<file path="src/rtl/kbc_pkg.sv">
package kbc_pkg;
  localparam int BYTE_W = 8;
  localparam int MODE_KBD_OFF = 4;
  localparam int MODE_AUX_OFF = 5;

  typedef enum logic [2:0] {
    PEND_NONE = 3'd0,
    PEND_MODE = 3'd1,
    PEND_OUTP = 3'd2,
    PEND_KRSP = 3'd3,
    PEND_ARSP = 3'd4,
    PEND_ATX  = 3'd5
  } pend_e;

  typedef enum logic [1:0] {
    RSP_NONE  = 2'd0,
    RSP_MODE  = 2'd1,
    RSP_OUTP  = 2'd2,
    RSP_CONST = 2'd3
  } rsp_src_e;

  typedef struct packed {
    logic              known;
    pend_e             latch;
    rsp_src_e          rsp;
    logic [BYTE_W-1:0] rsp_const;
    logic              selftest;
    logic [BYTE_W-1:0] mode_set;
    logic [BYTE_W-1:0] mode_clr;
    logic              a20_up;
    logic              a20_dn;
    logic              rst_req;
  } cmd_dec_t;
endpackage

</file>
<file path="src/rtl/kbc_cmd_decode.sv">
module kbc_cmd_decode
  import kbc_pkg::*;
(
  input  logic [BYTE_W-1:0] cmd_i,
  output cmd_dec_t          dec_o
);
  always_comb begin
    dec_o       = '0;
    dec_o.known = 1'b1;
    if (cmd_i[7:4] == 4'hF) begin
      // pulse family: even code requests reset, odd code is a no-op
      dec_o.rst_req = ~cmd_i[0];
    end else begin
      unique case (cmd_i)
        8'h20: dec_o.rsp = RSP_MODE;
        8'h60: dec_o.latch = PEND_MODE;
        8'hA7: dec_o.mode_set[MODE_AUX_OFF] = 1'b1;
        8'hA8: dec_o.mode_clr[MODE_AUX_OFF] = 1'b1;
        8'hA9, 8'hAB: begin
          dec_o.rsp       = RSP_CONST;
          dec_o.rsp_const = 8'h00;
        end
        8'hAA: begin
          dec_o.rsp       = RSP_CONST;
          dec_o.rsp_const = 8'h55;
          dec_o.selftest  = 1'b1;
        end
        8'hAD: dec_o.mode_set[MODE_KBD_OFF] = 1'b1;
        8'hAE: dec_o.mode_clr[MODE_KBD_OFF] = 1'b1;
        8'hC0: begin
          dec_o.rsp       = RSP_CONST;
          dec_o.rsp_const = 8'h80;
        end
        8'hD0: dec_o.rsp = RSP_OUTP;
        8'hD1: dec_o.latch = PEND_OUTP;
        8'hD2: dec_o.latch = PEND_KRSP;
        8'hD3: dec_o.latch = PEND_ARSP;
        8'hD4: dec_o.latch = PEND_ATX;
        8'hDD: dec_o.a20_dn = 1'b1;
        8'hDF: dec_o.a20_up = 1'b1;
        default: dec_o.known = 1'b0;
      endcase
    end
  end
endmodule

</file>
<file path="src/rtl/kbc_outport.sv">
module kbc_outport
  import kbc_pkg::*;
#(
  parameter logic [BYTE_W-1:0] RST_VAL = 8'hCF
) (
  input  logic              clk_i,
  input  logic              rst_ni,
  input  logic              we_i,
  input  logic [BYTE_W-1:0] wdata_i,
  input  logic              a20_up_i,
  input  logic              a20_dn_i,
  input  logic              pulse_i,
  output logic [BYTE_W-1:0] outport_o,
  output logic              a20_o,
  output logic              sys_rst_o
);
  localparam int A20_BIT = 1;
  logic [BYTE_W-1:0] port_q;
  logic              rst_q;

  always_ff @(posedge clk_i or negedge rst_ni) begin
    if (!rst_ni) begin
      port_q <= RST_VAL;
      rst_q  <= 1'b0;
    end else begin
      rst_q <= pulse_i | (we_i & ~wdata_i[0]);
      if (we_i)          port_q <= wdata_i;
      else if (a20_up_i) port_q[A20_BIT] <= 1'b1;
      else if (a20_dn_i) port_q[A20_BIT] <= 1'b0;
    end
  end

  assign outport_o = port_q;
  assign a20_o     = port_q[A20_BIT];
  assign sys_rst_o = rst_q;
endmodule

</file>
<file path="src/rtl/kbc_cmd_decoder.sv">
module kbc_cmd_decoder
  import kbc_pkg::*;
#(
  parameter logic [BYTE_W-1:0] MODE_RST = 8'h03,
  parameter logic [BYTE_W-1:0] PORT_RST = 8'hCF
) (
  input  logic              clk_i,
  input  logic              rst_ni,
  input  logic              addr_i,
  input  logic              wr_i,
  input  logic              rd_i,
  input  logic [BYTE_W-1:0] wdata_i,
  input  logic              obf_i,
  input  logic              aux_obf_i,
  output logic [BYTE_W-1:0] rdata_o,
  output logic [BYTE_W-1:0] mode_o,
  output logic [BYTE_W-1:0] outport_o,
  output logic              a20_o,
  output logic              sys_rst_o,
  output logic              rsp_valid_o,
  output logic              rsp_aux_o,
  output logic [BYTE_W-1:0] rsp_data_o,
  output logic              kbd_tx_valid_o,
  output logic              aux_tx_valid_o,
  output logic [BYTE_W-1:0] tx_data_o,
  output logic              err_o
);
  cmd_dec_t          dec;
  pend_e             pend_q;
  logic [BYTE_W-1:0] mode_q, rdata_q, rsp_data_q, tx_data_q;
  logic              selftest_q, cmd_last_q, err_q;
  logic              rsp_valid_q, rsp_aux_q, kbd_tx_q, aux_tx_q;
  logic [BYTE_W-1:0] status;
  logic              cmd_wr, dat_wr, cmd_ok, port_we;

  assign cmd_wr  = wr_i & addr_i;
  assign dat_wr  = wr_i & ~addr_i;
  assign cmd_ok  = cmd_wr & dec.known;
  assign port_we = dat_wr & (pend_q == PEND_OUTP);

  kbc_cmd_decode u_dec (
    .cmd_i (wdata_i),
    .dec_o (dec)
  );

  kbc_outport #(.RST_VAL(PORT_RST)) u_port (
    .clk_i     (clk_i),
    .rst_ni    (rst_ni),
    .we_i      (port_we),
    .wdata_i   (wdata_i),
    .a20_up_i  (cmd_ok & dec.a20_up),
    .a20_dn_i  (cmd_ok & dec.a20_dn),
    .pulse_i   (cmd_ok & dec.rst_req),
    .outport_o (outport_o),
    .a20_o     (a20_o),
    .sys_rst_o (sys_rst_o)
  );

  assign status = {2'b00, aux_obf_i, 1'b1, cmd_last_q, selftest_q, 1'b0, obf_i};

  always_ff @(posedge clk_i or negedge rst_ni) begin
    if (!rst_ni) begin
      mode_q      <= MODE_RST;
      pend_q      <= PEND_NONE;
      selftest_q  <= 1'b0;
      cmd_last_q  <= 1'b1;
      err_q       <= 1'b0;
      rdata_q     <= '0;
      rsp_valid_q <= 1'b0;
      rsp_aux_q   <= 1'b0;
      rsp_data_q  <= '0;
      kbd_tx_q    <= 1'b0;
      aux_tx_q    <= 1'b0;
      tx_data_q   <= '0;
    end else begin
      rsp_valid_q <= 1'b0;
      kbd_tx_q    <= 1'b0;
      aux_tx_q    <= 1'b0;
      if (rd_i) rdata_q <= addr_i ? status : '0;

      if (cmd_wr) begin
        cmd_last_q <= 1'b1;
        if (!dec.known) begin
          err_q <= 1'b1;
        end else begin
          if (dec.latch != PEND_NONE) pend_q <= dec.latch;
          if (dec.selftest) selftest_q <= 1'b1;
          mode_q <= (mode_q | dec.mode_set) & ~dec.mode_clr;
          if (dec.rsp != RSP_NONE) begin
            rsp_valid_q <= 1'b1;
            rsp_aux_q   <= 1'b0;
            unique case (dec.rsp)
              RSP_MODE: rsp_data_q <= mode_q;
              RSP_OUTP: rsp_data_q <= outport_o;
              default:  rsp_data_q <= dec.rsp_const;
            endcase
          end
        end
      end

      if (dat_wr) begin
        cmd_last_q <= 1'b0;
        pend_q     <= PEND_NONE;
        unique case (pend_q)
          PEND_NONE: begin
            kbd_tx_q             <= 1'b1;
            tx_data_q            <= wdata_i;
            mode_q[MODE_KBD_OFF] <= 1'b0;
          end
          PEND_MODE: mode_q <= wdata_i;
          PEND_KRSP, PEND_ARSP: begin
            rsp_valid_q <= 1'b1;
            rsp_aux_q   <= (pend_q == PEND_ARSP);
            rsp_data_q  <= wdata_i;
          end
          PEND_ATX: begin
            aux_tx_q             <= 1'b1;
            tx_data_q            <= wdata_i;
            mode_q[MODE_AUX_OFF] <= 1'b0;
          end
          default: ; // output port handled in u_port
        endcase
      end
    end
  end

  assign rdata_o        = rdata_q;
  assign mode_o         = mode_q;
  assign rsp_valid_o    = rsp_valid_q;
  assign rsp_aux_o      = rsp_aux_q;
  assign rsp_data_o     = rsp_data_q;
  assign kbd_tx_valid_o = kbd_tx_q;
  assign aux_tx_valid_o = aux_tx_q;
  assign tx_data_o      = tx_data_q;
  assign err_o          = err_q;
endmodule

</file>
<file path="config.mk">
export PLATFORM = sky130hd
export DESIGN_NAME = kbc_cmd_decoder
export DESIGN_NICKNAME = d
export VERILOG_FILES = /design/src/rtl/kbc_pkg.sv /design/src/rtl/kbc_cmd_decode.sv /design/src/rtl/kbc_outport.sv /design/src/rtl/kbc_cmd_decoder.sv
export SDC_FILE = /design/constraint.sdc
export NUM_CORES = 1
export LEC_CHECK = 0
export CORE_ASPECT_RATIO = 0.6
export CORE_MARGIN = 3
export CORE_UTILIZATION = 45
export DETAILED_ROUTE_END_ITERATION = 16
export GPL_TIMING_DRIVEN = 0
export PLACE_DENSITY = 0.76
export SYNTH_ARGS = -nofsm -noshare
export SYNTH_HDL_FRONTEND = slang
export SYNTH_SLANG_ARGS = --single-unit
</file>
<file path="constraint.sdc">
create_clock -name clk_i -period 1.6 [get_ports clk_i]
set_clock_uncertainty 0.1 [all_clocks]
set_input_delay 0.48 -clock clk_i [delete_from_list [all_inputs] [get_ports clk_i]]
set_output_delay 0.48 -clock clk_i [all_outputs]
set_load 0.01 [all_outputs]
</file>
==> key figures <==
Detailed routing
  • Vias/cell: 5.78
  • DR vias: roughly 2,600
  • Drt pass-1 iters: 5
  • Post-DR wirelength/cell: 18.8 um
  • Wire length after detailed routing: around 8.5 mm
  • DRT antenna net count: 0
  • Drt first-iter violations: 351
  • Residual DRC: 0

Placement
  • Post-DP HPWL: 5.13 mm
  • IO Port Bufs: 50
  • Dpl ws: -1.69 ns
  • Area after DPL: approximately 3300 um2
  • Gpl congestion: 0.928

Logic synthesis
  • Synth Register Bits: 48
  • Top-area cell type share of the netlist area: 0.378
  • Syn Inst Count: 260
  • Number of synthesized flops with an enable pin: 0
  • Mean post-synth cell area: 9.93 um2
  • Async set or reset register ratio after synthesis: 1.00
  • Mapped Area: around 2600 um2
  • Sequential area share after synthesis: 0.470
  • Synth area leaders: dfrtp_1 38%, dfstp_2 9.2%, mux2_2 6.1%
  • Leading area contributor after synthesis: dfrtp_1
  • Ys flop type: dfrtp_1
  • Synth unique cells: 56
  • Yosys warns: 0

Finish
  • N_diodes: 0
  • Design Area, Final: between 4000 and 5000 um2
  • Most frequent cells in the layout: 53 x buf_4, 36 x dfrtp_1, 27 x dlygate4sd2_1
  • Filler cell count: 354
  • Final nets: roughly 390
  • Commonest non-fill, non-tap cell in the layout: buf_4
  • Share of layout cells above drive strength 1: 0.431
  • Area added between synthesis and finish: 55.8%

Power and ir drop
  • Flop pwr share: 0.442
  • Pint: 2.46 mW
  • Leakage: approximately 1.9 nW
  • Worst VDD drop: 503 uV
  • Sw Share: 0.317
  • P per Cell Area: about 900 nW/um2
  • Power share of the clock group: 0.218
  • NetSw: 1.14 mW
  • Comb power frac: 0.340

Die
  • Initial Utilization: 0.487
  • Die ar.: ~6700 um2
  • Die H: 64.7 um
  • Std-Cell Rows: 20
  • # IOs: 62
  • Die width: between 100 and 150 um
  • Core ar.: 5310 um2

Global route
  • Initial antenna violation count: 0
  • Vias in the first global route: 2,435
  • Global-route wire length before repair: 12.6 mm
  • Total gr overflow: 0
  • GR Util All Layers: 0.241
  • Largest net degree at the start of global routing: 34

Job
  • Max-Cap Viols: 0

CTS
  • CTS tree: built
  • Clock buffer count from CTS: 5
  • Clock-pin slew on the worst setup and hold paths: approximately 0.090 ns
  • H-tree Lvls: 2
  • Clock root buffer: clkbuf_8
  • Worst skew pair latency: 0.31 ns
  • Clock sinks: 48
  • CTS max path bufs: 2

Setup path
  • CP max FO: 5
  • Critical Path Most Common Cell: buf_6
  • WP data arrival: about 2.5 ns
  • Setup crit start kind: input port
  • Critical Path End Type: register
  • CP max-delay cell: or4_4
  • Worst EP required: between 1.5 and 2 ns
  • Max incr delay on CP: 0.56 ns
  • Setup CP Type: input port to register
  • Crit-path cells: buf_12 > or4_4 > a211oi_4 > a41oi_4 > ha_4 > a311oi_4 > buf_6 > buf_6 > mux2i_1 > o21ai_1

STA
  • Endpoints failing setup: 18
  • Final Max Slew Viols: 0
  • WHS: 0.343 ns
  • Setup ws final: -0.798 ns
  • Fin. Hold Viols: 0
  • Tcrit/Tclk final: 1.50
  • Worst-Margin Slew: between 0.5 and 0.6 ns
  • Fin crit period: approximately 2.4 ns
  • Relative slew margins: 0.654
  • Fmax: 417 MHz
  • RSZ-0062 raised after global routing: true
  • Setup Total Neg Slack: -9.09 ns

Outcome
  • Outcome: finished, violations left
  • Failing checks: setup timing

Worst hold path
  • Worst hold path type: input port to register
-- routing by layer --
layer,global-route usage,share of wire,up-vias
met5,0,0,-
met4,0.0862,0.020,0
met3,0.0527,0.089,23
met2,0.357,0.45,170
met1,0.348,0.44,1265
li1,-,-,1161
-- worst max-delay path: cells and delay by family --
kind                       cells  cell delay, ns
AOI/OAI and AO/OA              4            0.66
and+or+nand+nor                1            0.56
buffers and inverters          3            0.38
adders and majority gates      1            0.22
muxes                          1            0.18
-- logic make-up after synthesis --
kind of cell / count (synthesis) / synth area share
buf+inv: 43 / 0.0771
other cells: 1 / 0.00145
compound gates: 66 / 0.201
flops: 48 / 0.470
mux: 16 / 0.0688
simple gates: 81 / 0.161
fa+ha+maj: 3 / 0.0145
xor+xnor: 2 / 0.00679
-- cells in the mapped netlist (4+ instances only) --
cell,n
o21ai_0,18
a31oi_1,4
nand2b_1,4
dfrtp_1,39
nor2_1,14
buf_2,6
a221o_1,4
a21oi_1,8
nand3_1,10
inv_1,16
clkbuf_1,15
nand2_1,26
nor3_1,4
mux2_2,14
nor4_1,4
buf_4,4
dfstp_2,9
-- worst paths after layout --
path	startpoint	endpoint	slack (ns)	depth (start not counted)
max	wdata_i[1]	rsp_data_o[7]$_DFF_PN0_	-0.80	10
min	wdata_i[6]	tx_data_o[6]$_DFFE_PN0P_	0.34	2
max reg2reg	pend_q[0]$_DFFE_PN0P_	rsp_data_o[0]$_DFF_PN0_	-0.19	6
min reg2reg	tx_data_o[2]$_DFFE_PN0P_	tx_data_o[2]$_DFFE_PN0P_	0.38	2
max in group asynchronous	rst_ni	mode_o[1]$_DFFE_PN1P_	0.29	3
min in group asynchronous	rst_ni	kbd_tx_valid_o$_DFF_PN0_	0.52	2
-- final cells by class --
class,instances,area (um2),share of cell area
Multi-Input combinational cell,172,1420,0.352
Sequential cell,48,1220,0.302
Timing Repair Buffer,111,937,0.233
Buffer,21,201,0.0501
Tap cell,77,96.3,0.0240
Clock buffer,7,86.3,0.0215
Inverter,16,62.6,0.0156
Clock inverter,1,7.51,0.00187
-- what timing repair did --
action / in CTS / in global routing
gates resized for setup: 126 / 42
gates cloned: 2 / 2
setup endpoints to repair: 77 / 40
hold buffers: 1 / 0
pin swaps: 14 / 13
setup buffers: 30 / 26
hold endpoints to repair: 14 / 0
-- metrics by stage --
stage,util,power (mW),std cells
floorplan,-,2.08,262
global placement,0.614,2.65,389
detailed placement,0.617,2.69,390
CTS,0.696,3.41,426
global route,0.758,3.78,453
finish,0.758,3.60,453
-- sequential cells by signal, indices dropped and copies added, names as in the netlist, 3 cells and up --
register          cells
tx_data_o             8
u_port.outport_o      8
rsp_data_o            8
mode_o                8
pend_q                3
rdata_o               5
-- power by group through the flow --
stage	combinational [mW]	sequential, mW	clock [mW]
2_1_floorplan	0.370	1.71	0
3_3_place_gp	1.03	1.62	0
3_5_place_dp	1.06	1.63	0
4_1_cts	1.03	1.59	0.785
5_1_grt	1.31	1.62	0.849
6_report	1.22	1.59	0.785
Power figures use the tool's default switching activity.
